<file path="src/rtl/swmax_pkg.sv">
package swmax_pkg;
  parameter int SAMPLE_W = 12;
  parameter int WINDOW   = 4;
  typedef logic [SAMPLE_W-1:0] sample_t;
endpackage

</file>
<file path="src/rtl/rca_sub.sv">
module rca_sub #(
  parameter int W = 13
) (
  input  logic         clk,
  input  logic         rst,
  input  logic [W-1:0] x,
  input  logic [W-1:0] y,
  output logic [W-1:0] diff
);
  logic [W:0]   carry;
  logic [W-1:0] y_inv;

  assign y_inv    = ~y;
  assign carry[0] = 1'b1;

  genvar i;
  generate
    for (i = 0; i < W; i++) begin : g_fa
      logic p;
      assign p          = x[i] ^ y_inv[i];
      assign diff[i]    = p ^ carry[i];
      assign carry[i+1] = (x[i] & y_inv[i]) | (carry[i] & p);
    end
  endgenerate


  diff_value_chk: assert property (@(posedge clk) disable iff (rst)
    (diff == W'(x - y)) && (diff[W-1] == (x < y)));
endmodule

</file>
<file path="src/rtl/max2.sv">
module max2 #(
  parameter int W = 12
) (
  input  logic         clk,
  input  logic         rst,
  input  logic [W-1:0] a,
  input  logic [W-1:0] b,
  output logic [W-1:0] y
);
  localparam int EW = W + 1;

  logic [EW-1:0] a_ext;
  logic [EW-1:0] b_ext;
  logic [EW-1:0] delta;

  assign a_ext = {1'b0, a};
  assign b_ext = {1'b0, b};

  rca_sub #(.W(EW)) u_sub (
    .clk  (clk),
    .rst  (rst),
    .x    (a_ext),
    .y    (b_ext),
    .diff (delta)
  );

  assign y = delta[EW-1] ? b : a;


  max_pick_chk: assert property (@(posedge clk) disable iff (rst)
    ((y == a) || (y == b)) && (y >= a) && (y >= b));
endmodule

</file>
<file path="src/rtl/sample_history.sv">
module sample_history #(
  parameter int W     = 12,
  parameter int DEPTH = 4
) (
  input  logic         clk,
  input  logic         rst,
  input  logic [W-1:0] din,
  output logic [W-1:0] taps [DEPTH]
);
  always_ff @(posedge clk) begin
    if (rst) begin
      for (int k = 0; k < DEPTH; k++) taps[k] <= '0;
    end else begin
      taps[0] <= din;
      for (int k = 1; k < DEPTH; k++) taps[k] <= taps[k-1];
    end
  end


  shift_in_chk: assert property (@(posedge clk) disable iff (rst)
    1'b1 |=> (taps[0] == $past(din)) && (taps[DEPTH-1] == $past(taps[DEPTH-2])));
endmodule

</file>
<file path="src/rtl/max_tree.sv">
module max_tree #(
  parameter int W      = 12,
  parameter int LEAVES = 4
) (
  input  logic         clk,
  input  logic         rst,
  input  logic [W-1:0] leaf [LEAVES],
  output logic [W-1:0] top
);
  localparam int NODES = 2 * LEAVES - 1;

  logic [W-1:0] node [NODES];

  genvar j, i;
  generate
    for (j = 0; j < LEAVES; j++) begin : g_leaf
      assign node[LEAVES-1+j] = leaf[j];
    end
    for (i = 0; i < LEAVES - 1; i++) begin : g_cell
      max2 #(.W(W)) u_max (
        .clk (clk),
        .rst (rst),
        .a   (node[2*i+1]),
        .b   (node[2*i+2]),
        .y   (node[i])
      );
    end
  endgenerate

  assign top = node[0];
endmodule

</file>
<file path="src/rtl/swmax_filter.sv">
module swmax_filter
  import swmax_pkg::*;
#(
  parameter int SW  = SAMPLE_W,
  parameter int WIN = WINDOW
) (
  input  logic          clk,
  input  logic          rst,
  input  logic [SW-1:0] sample_in,
  output logic [SW-1:0] max_out
);
  logic [SW-1:0] hist [WIN];
  logic [SW-1:0] win_max;

  sample_history #(.W(SW), .DEPTH(WIN)) u_hist (
    .clk  (clk),
    .rst  (rst),
    .din  (sample_in),
    .taps (hist)
  );

  max_tree #(.W(SW), .LEAVES(WIN)) u_tree (
    .clk  (clk),
    .rst  (rst),
    .leaf (hist),
    .top  (win_max)
  );

  always_ff @(posedge clk) begin
    if (rst) max_out <= '0;
    else     max_out <= win_max;
  end


  reset_clear_chk: assert property (@(posedge clk)
    rst |=> (max_out == '0) && (hist[0] == '0) && (hist[WIN-1] == '0));

  genvar g;
  generate
    for (g = 0; g < WIN; g++) begin : g_chk

      covers_slot_chk: assert property (@(posedge clk) disable iff (rst)
        1'b1 |=> (max_out >= $past(hist[g])));
    end
  endgenerate
endmodule

</file>
<file path="config.mk">
export PLATFORM = sky130hd
export DESIGN_NAME = swmax_filter
export DESIGN_NICKNAME = d
export VERILOG_FILES = /design/src/rtl/swmax_pkg.sv /design/src/rtl/rca_sub.sv /design/src/rtl/max2.sv /design/src/rtl/sample_history.sv /design/src/rtl/max_tree.sv /design/src/rtl/swmax_filter.sv
export SDC_FILE = /design/constraint.sdc
export NUM_CORES = 1
export LEC_CHECK = 0
export BUFFER_PORTS_ARGS = -buffer_cell sky130_fd_sc_hd__buf_4
export CAP_MARGIN = 25
export CORE_MARGIN = 4
export CORE_UTILIZATION = 40
export CTS_CLUSTER_DIAMETER = 40
export CTS_CLUSTER_SIZE = 30
export DETAILED_ROUTE_END_ITERATION = 16
export SYNTH_ARGS = -nofsm -noshare
export SYNTH_HDL_FRONTEND = slang
export SYNTH_SLANG_ARGS = --single-unit
</file>
<file path="constraint.sdc">
create_clock -name clk -period 4.18 [get_ports clk]
set_input_delay 0.836 -clock clk [delete_from_list [all_inputs] [get_ports clk]]
set_output_delay 0.836 -clock clk [all_outputs]
set_load 0.01 [all_outputs]
</file>
==> out/metrics.csv, run 1 <==
metric;value;unit
fin_crit;3880;ps
area_growth;17.0;%
yosysTopAreaCell;dfxtp_1;
start_kind;register;
drc;0;
final_cell_mix;60 x dfxtp_1, 36 x ha_1, 34 x nor2b_1;
wirelength;5900;um
io_buffers;25;
die_x;93.5;um
tightest_slew;606;ps
worstSkewPairLatency;330;ps
cp_slowest_cell;mux2_2;
crit_arrival;4100;ps
synthTopCellsByArea;dfxtp_1 41%, ha_1 15%, nor2b_1 7.3%;
status;finished, final reports clean;
h-tree-depth;3;
powerDensity;397;nW/um^2
rsz0062_at_grt;no;
clock-sinks;60;
n_antenna_cell;0;
combPwrFrac;20.0;%
ys_ff_latch;60;
hold_class;register to register;
fin_util;49.2;%
hpwl;4380;um
cap_violations;0;
initial_utilization;42.1;%
avgRoutedWirePerCell;13.7;um
worstSetupPathType;register to register;
dp.cells;412;
dr.pass1.iters;4;
ant_nets;0;
die_area;8730;sq um
cts_tree;built;
vias;2087;
switching_share;27.0;%
clock_skew;9.38;ps
grt_pass1_wl;9440;um
setup_tns;0;ps
ys_seq_area_share;41.1;%
p_leak;0.00163;uW
first_iter_violations;169;
antenna_found_initial;0;
instances_no_fill;430;
syn_area;2920;sq um
drv_slew;0;
worst-path-max-fanout;12;
synth_fp_nets;347;
cts_root_buffer;clkbuf_8;
cp_num_buf_inv;3;
p_int;991;uW
fin_crit_sh;92.7;%
grt_max_degree;61;
clock_power_share;34.9;%
yosysUniqueCellTypes;36;
required;4410;ps
clock_path_buffers;2;
syn_inst;297;
synthArstFlopShare;0;%
gp_congestion;0.807;
viasPerCell;4.85;
clk_pin_slew;60;ps
nFillCells;683;
final_common_cell;dfxtp_1;
cpPeakStageDelay;370;ps
power.switching;367;uW
synthFlopType;dfxtp_1;
critPathTopFamily;compound AO/OA/AOI/OAI gates;
coreArea;6940;sq um
netlist.area_leader.share;41.1;%
top_level_ports;26;
irDropWorstVdd;230;uV
fmax;258;MHz
cts_buffers;9;
ys_warn_count;0;
drive_gt1_share;18.0;%
crit_path_cell_trace;inv_1 > ha_1 > a2111oi_2 > o211ai_1 > and3b_4 > o31ai_4 > buf_4 > mux2_2 > ha_1 > a2111oi_0 > o221a_2 > o21ai_0 > buf_4 > o211a_1 > a21o_1;
cp-end-kind;register;
pwr-share-seq;45.2;%
grtUsageTotal;14.3;%
layout.nets;379;
grt_pass1_vias;2008;
gr-total-overflow;0;
synth_area_per_cell;9.84;sq um
synth_edf_count;0;
slew_headroom;59.6;%
die_y;93.5;um
rows;30;
setup_viol;0;
finalHoldViolations;0;
==> stage by stage <==
step                      power (uW)  area, sq um  hold WS (ps)  setup slack [ps]
after detailed placement         890         3220           458               201
after global placement           889         3220           449               213
after global routing            1440         3420           476              24.4
final                           1360         3420           463               303
after CTS                       1370         3400           464               174
after floorplan                  806         2920           433               478
==> timing repair <==
item / in CTS / in global routing
setup endpoints to repair: 0 / 10
buffers inserted: 0 / 2
endpoints found under the hold margin: 0 / 0
hold buffers: 0 / 0
gates resized for setup: 0 / 1
==> cells in the mapped netlist (all sizes together), types with 5 or more instances <==
cell    number
o211a       10
inv         32
mux2i       11
a21oi        9
nor2b       34
a21o        10
mux2        10
nor2        29
dfxtp       60
o211ai       6
clkbuf       8
o21ai        5
ha          36
==> state kept, by name (all words and copies together), names as in the netlist <==
name	count
max_out	12
u_hist.taps	48
==> cell type report <==
class | count | area (sq um) | area share, %
multi-input cells | 195 | 1560 | 45.7
flip-flops and latches | 60 | 1200 | 35.1
repair buffers | 31 | 233 | 6.81
clock buffers | 15 | 176 | 5.16
inverters | 32 | 120 | 3.51
well taps | 96 | 120 | 3.51
clock inverters | 1 | 5.00 | 0.146
==> worst register-to-register path: cells and delay by family, from the launching register on <==
kind	cells	cell delay, ps
fa+ha+maj	2	610
buf+inv	3	470
simple gates	1	230
compound gates	8	1770
mux	1	370
flops	1	320
==> layer usage <==
metal	share of wire (%)	vias up	track usage, %	wire length, um
met3	4.1	10	4.02	243
met1	49	958	18.7	2880
met2	45	33	21.7	2650
li1	-	1086	-	-
met5	0	-	0	0
met4	2.1	0	6.23	124
==> path summary, 6_finish.rpt <==
kind / start / to / slack, ps / cells after the start
max reg2reg: u_hist.taps[25] / max_out[1] / 300 / 15
max: u_hist.taps[25] / max_out[1] / 300 / 15
min: u_hist.taps[33] / u_hist.taps[21] / 460 / 2
min reg2reg: u_hist.taps[33] / u_hist.taps[21] / 460 / 2
==> cells by family after synthesis <==
logic type	count (synthesis)	synth area share, %
and+or+nand+nor	80	14.9
muxes	21	7.62
adders and majority gates	36	15.4
DFF	60	41.1
AOI/OAI and AO/OA	58	15.5
buffers and inverters	42	5.48
==> power by group through the flow <==
stage	clock [uW]	sequential (uW)	combinational (uW)
after CTS	492	613	266
after detailed placement	0	626	264
final	473	613	271
after global routing	522	617	299
after global placement	0	626	263
after floorplan	0	628	179
No activity file was read; power rests on OpenSTA's default activity.
==> run 2: changes to the inputs <==
Clock period 4.18 ns to 4.6 ns, I/O delays scaled along.
==> run 2 against run 1 <==
  * Utilization down 0.36 points
  * Final cell count shrank 0.70%
  * Final area down 0.73%
  * Sequential power decreased by 9.0%
  * Critical endpoint is now max_out[9]
  * Largest power group unchanged
==> out/metrics.csv, run 2 (same netlist as run 1, synthesis figures left out) <==
metric;value;unit
initial_utilization;42.1;%
worstSetupPathType;register to register;
slew_headroom;50.8;%
grt_pass1_vias;2009;
rows;30;
vias;2046;
grt_pass1_wl;9910;um
powerDensity;362;nW/um^2
coreArea;6940;sq um
final_cell_mix;60 x dfxtp_1, 36 x ha_1, 34 x nor2b_1;
die_area;8730;sq um
cts_root_buffer;clkbuf_8;
layout.nets;376;
fin_crit_sh;89.5;%
area_growth;16.1;%
largest_register;u_hist.taps;
setup_tns;0;ps
post-cts-setup-buffer-count;0;
tightest_slew;736;ps
clock-sinks;60;
clk_pin_slew;60;ps
start_kind;register;
ant_nets;0;
nFillCells;674;
worstSkewPairLatency;330;ps
worst-path-max-fanout;10;
cp-end-kind;register;
top_level_ports;26;
drc;0;
rsz0062_at_grt;no;
status;finished, final reports clean;
hold_slack;464;ps
grtUsageTotal;15.1;%
hold_path_depth;2;
wirelength;5930;um
reg_top3;u_hist.taps: 48 flops, max_out: 12 flops;
gp_congestion;0.853;
dr.pass1.iters;4;
cts_tree;built;
fin_crit;4120;ps
fmax;243;MHz
clock_skew;6.84;ps
n_antenna_cell;0;
die_x;93.5;um
first_iter_violations;102;
cap_violations;0;
postCtsResizedCells;0;
io_buffers;25;
clock_path_buffers;2;
cts_buffers;9;
layout_setup_ws;482;ps
grt_max_degree;61;
final_common_cell;dfxtp_1;
drive_gt1_share;16.9;%
antenna_found_initial;0;
drv_slew;0;
largest_reg_flops;48;
finalHoldViolations;0;
irDropWorstVdd;170;uV
gr-total-overflow;0;
setup_viol;0;
die_y;93.5;um
r2r_cells;13;
pre_cts_ws;492;ps
viasPerCell;4.79;
avgRoutedWirePerCell;13.9;um
cts_hold_buf;0;
hold_class;register to register;
p_leak;0.00161;uW
hpwl;4450;um
h-tree-depth;3;
required;4870;ps
crit_arrival;4390;ps
## run 2: cell type report
class | instances | area (sq um) | share of cell area (%)
flip-flops and latches | 60 | 1200 | 35.4
well taps | 96 | 120 | 3.54
multi-input cells | 195 | 1560 | 46.0
clock inverters | 1 | 5.00 | 0.147
repair buffers | 28 | 210 | 6.19
clock buffers | 15 | 176 | 5.20
inverters | 32 | 120 | 3.54
## run 2: critical path, stage by stage, from the launching register on
cell       delay, ps
dfxtp_1          330
inv_1             60
ha_1             300
a2111oi_2        300
o211ai_1         160
and3b_4          240
o31ai_4          450
mux2_2           420
ha_1             310
a2111oi_0        390
o221a_2          240
o21ai_0           90
nor2_1           580
a21o_1           200
## run 2: worst paths after layout
path                                       from               to  slack (ps)
worst max-delay path            u_hist.taps[25]       max_out[9]         480
worst min-delay path            u_hist.taps[47]  u_hist.taps[35]         460
worst max register to register  u_hist.taps[25]       max_out[9]         480
worst min register to register  u_hist.taps[47]  u_hist.taps[35]         460
## run 2: power breakdown
group | switching (uW) | total, uW | internal [uW] | leakage, uW
clock network | 193 | 432 | 240 | 0.0000937
logic | 128 | 238 | 110 | 0.00103
registers | 12.8 | 558 | 545 | 0.000491
## run 2: routing by layer
layer | part of all wire, % | global-route usage (%) | vias up
li1 | - | - | 1076
met1 | 51 | 20.4 | 934
met2 | 45 | 22.5 | 31
met3 | 3.4 | 4.83 | 5
met4 | 0.96 | 5.13 | 0
met5 | 0 | 0 | -
## run 2: through the flow
| stage | cell area [sq um] | util, % | cells | power (uW) |
|---|---|---|---|---|
| final | 3390 | 48.9 | 427 | 1230 |
| after global routing | 3390 | 48.9 | 427 | 1300 |
| after CTS | 3390 | 48.9 | 427 | 1250 |
| after detailed placement | 3210 | 46.3 | 411 | 807 |
| after global placement | 3210 | 46.3 | 411 | 806 |
| after floorplan | 2920 | - | 297 | 733 |
==> run 3: changes to the inputs <==
Settings changed: BUFFER_PORTS_ARGS -buffer_cell sky130_fd_sc_hd__buf_4 to unset, CORE_UTILIZATION 40 to 55, DONT_BUFFER_PORTS set to 1, PLACE_DENSITY set to 0.7.
==> run 3 against run 2 <==
  * Total power fell by 1.3%
  * Largest cell class unchanged
  * Setup slack better by 28 ps
  * Final cell count fell by 13%
  * Sequential share of layout area is 2.4 points higher
  * Clock power up 3%
  * Global-route usage up 4.4 points
  * Via count shrank 1.8%
  * Count of clock-buffer cells in the layout down 5
  * Final area decreased by 6.4%
  * Critical path depth rose by 2
==> out/metrics.csv, run 3 (same netlist as run 1, synthesis figures left out) <==
metric;value;unit
ant_nets;0;
start_kind;register;
final_common_cell;dfxtp_1;
worstSkewPairLatency;340;ps
multiInputGateArea;1570;sq um
worstSetupPathType;register to register;
post_dp_cell_area;2990;sq um
hold_slack;462;ps
largest_register;u_hist.taps;
setup_tns;0;ps
hold_start;u_hist.taps[47];
slew_headroom;59.8;%
grt_pass1_wl;9490;um
grtUsageTotal;19.5;%
r2r_setup_slack;510;ps
wirelength;5690;um
h-tree-depth;3;
status;finished, final reports clean;
setup_viol;0;
drive_gt1_share;10.9;%
hold_path_depth;2;
layout.nets;351;
final_cell_mix;60 x dfxtp_1, 36 x ha_1, 34 x nor2b_1;
hold_class;register to register;
cts_root_buffer;clkbuf_8;
cp-end-kind;register;
cts_buffers;9;
dr.pass1.iters;4;
reg_top3;u_hist.taps: 48 flops, max_out: 12 flops;
r2r_cells;15;
clock_skew;7.79;ps
required;4880;ps
rows;26;
drc;0;
largest_reg_flops;48;
grt_max_degree;61;
gp_congestion;0.799;
die_area;6540;sq um
fin_area;3180;sq um
fmax;244;MHz
holdPathEnd;u_hist.taps[35];
die_y;80.9;um
viasPerCell;5.39;
r2r-start;u_hist.taps[25];
irDropWorstVdd;208;uV
finalHoldViolations;0;
grt_pass1_vias;2020;
vias;2009;
powerDensity;381;nW/um^2
clock_path_buffers;2;
gr-total-overflow;0;
avgRoutedWirePerCell;15.2;um
hpwl;4250;um
crit_arrival;4370;ps
p_leak;0.00149;uW
cts_hold_buf;0;
clk_pin_slew;60;ps
worst-path-max-fanout;13;
antenna_found_initial;0;
drv_slew;0;
initial_utilization;56.8;%
io_buffers;0;
cap_violations;0;
register_area;1200;sq um
nFillCells;466;
regToRegEndpoint;max_out[5];
area_growth;8.69;%
clock-sinks;60;
cts_tree;built;
n_antenna_cell;0;
coreArea;5140;sq um
top_level_ports;26;
first_iter_violations;105;
tightest_slew;602;ps
rsz0062_at_grt;no;
fin_crit;4090;ps
fin_crit_sh;88.9;%
die_x;80.9;um
[run 3: cell count changes in the layout (fill, tap and decap cells not counted), sizes merged]
cell and change:
clkbuf -5, buf -25, bufinv +1, clkinv +1
[run 3: metal layers]
layer  vias up  share of wire [%]  track usage [%]
met5         -                  0                0
met4         0                2.6             9.80
met3        14                5.4             5.10
met2        43                 46             31.4
met1       922                 46             23.9
li1       1030                  -                -
[run 3: how the worst max path moves through the flow]
stage / startpoint / cells after the start / to
final: u_hist.taps[25] / 15 / max_out[5]
after CTS: u_hist.taps[25] / 16 / max_out[5]
after global routing: u_hist.taps[25] / 15 / max_out[2]
after global placement: u_hist.taps[2] / 15 / max_out[10]
after detailed placement: u_hist.taps[25] / 16 / max_out[8]
after floorplan: u_hist.taps[25] / 14 / max_out[10]
[run 3: timing repair]
item	in CTS	in global routing
setup buffers	0	0
setup endpoints to repair	0	10
hold endpoints to repair	0	0
resized for setup	0	2
[run 3: critical path, stage by stage, from the launching register on]
cell and delay (ps):
dfxtp_1 320, inv_1 60, ha_1 300, a2111oi_2 320
o211ai_1 160, and3b_4 240, o31ai_4 500, mux2_2 450
ha_1 290, o21a_1 190, o2111ai_1 220, o221a_2 220
o21ai_0 60, buf_4 180, nor2_2 350, a21o_1 170
[run 3: report_power, final]
part / switching, uW / total (uW) / leakage (uW) / internal [uW]
registers: 18.5 / 564 / 0.000491 / 545
logic: 112 / 204 / 0.000901 / 92.6
clock network: 190 / 444 / 0.0000939 / 254
[run 3: layout make-up]
class	count	area share, %
Multi-Input combinational cell	195	49.3
Sequential cell	60	37.8
Clock buffer	10	4.33
Inverter	32	3.78
Tap cell	70	2.76
Clock inverter	3	1.26
Timing Repair Buffer	3	0.709
[run 3: metrics by stage]
stage               cells  power [uW]  utilization (%)  worst slack, ps
finish                373        1210             61.8              509
global placement      359         769             58.1              235
floorplan             297         733                -              898
CTS                   373        1220             61.7              306
detailed placement    360         775             58.2              322
global route          373        1270             61.8              203
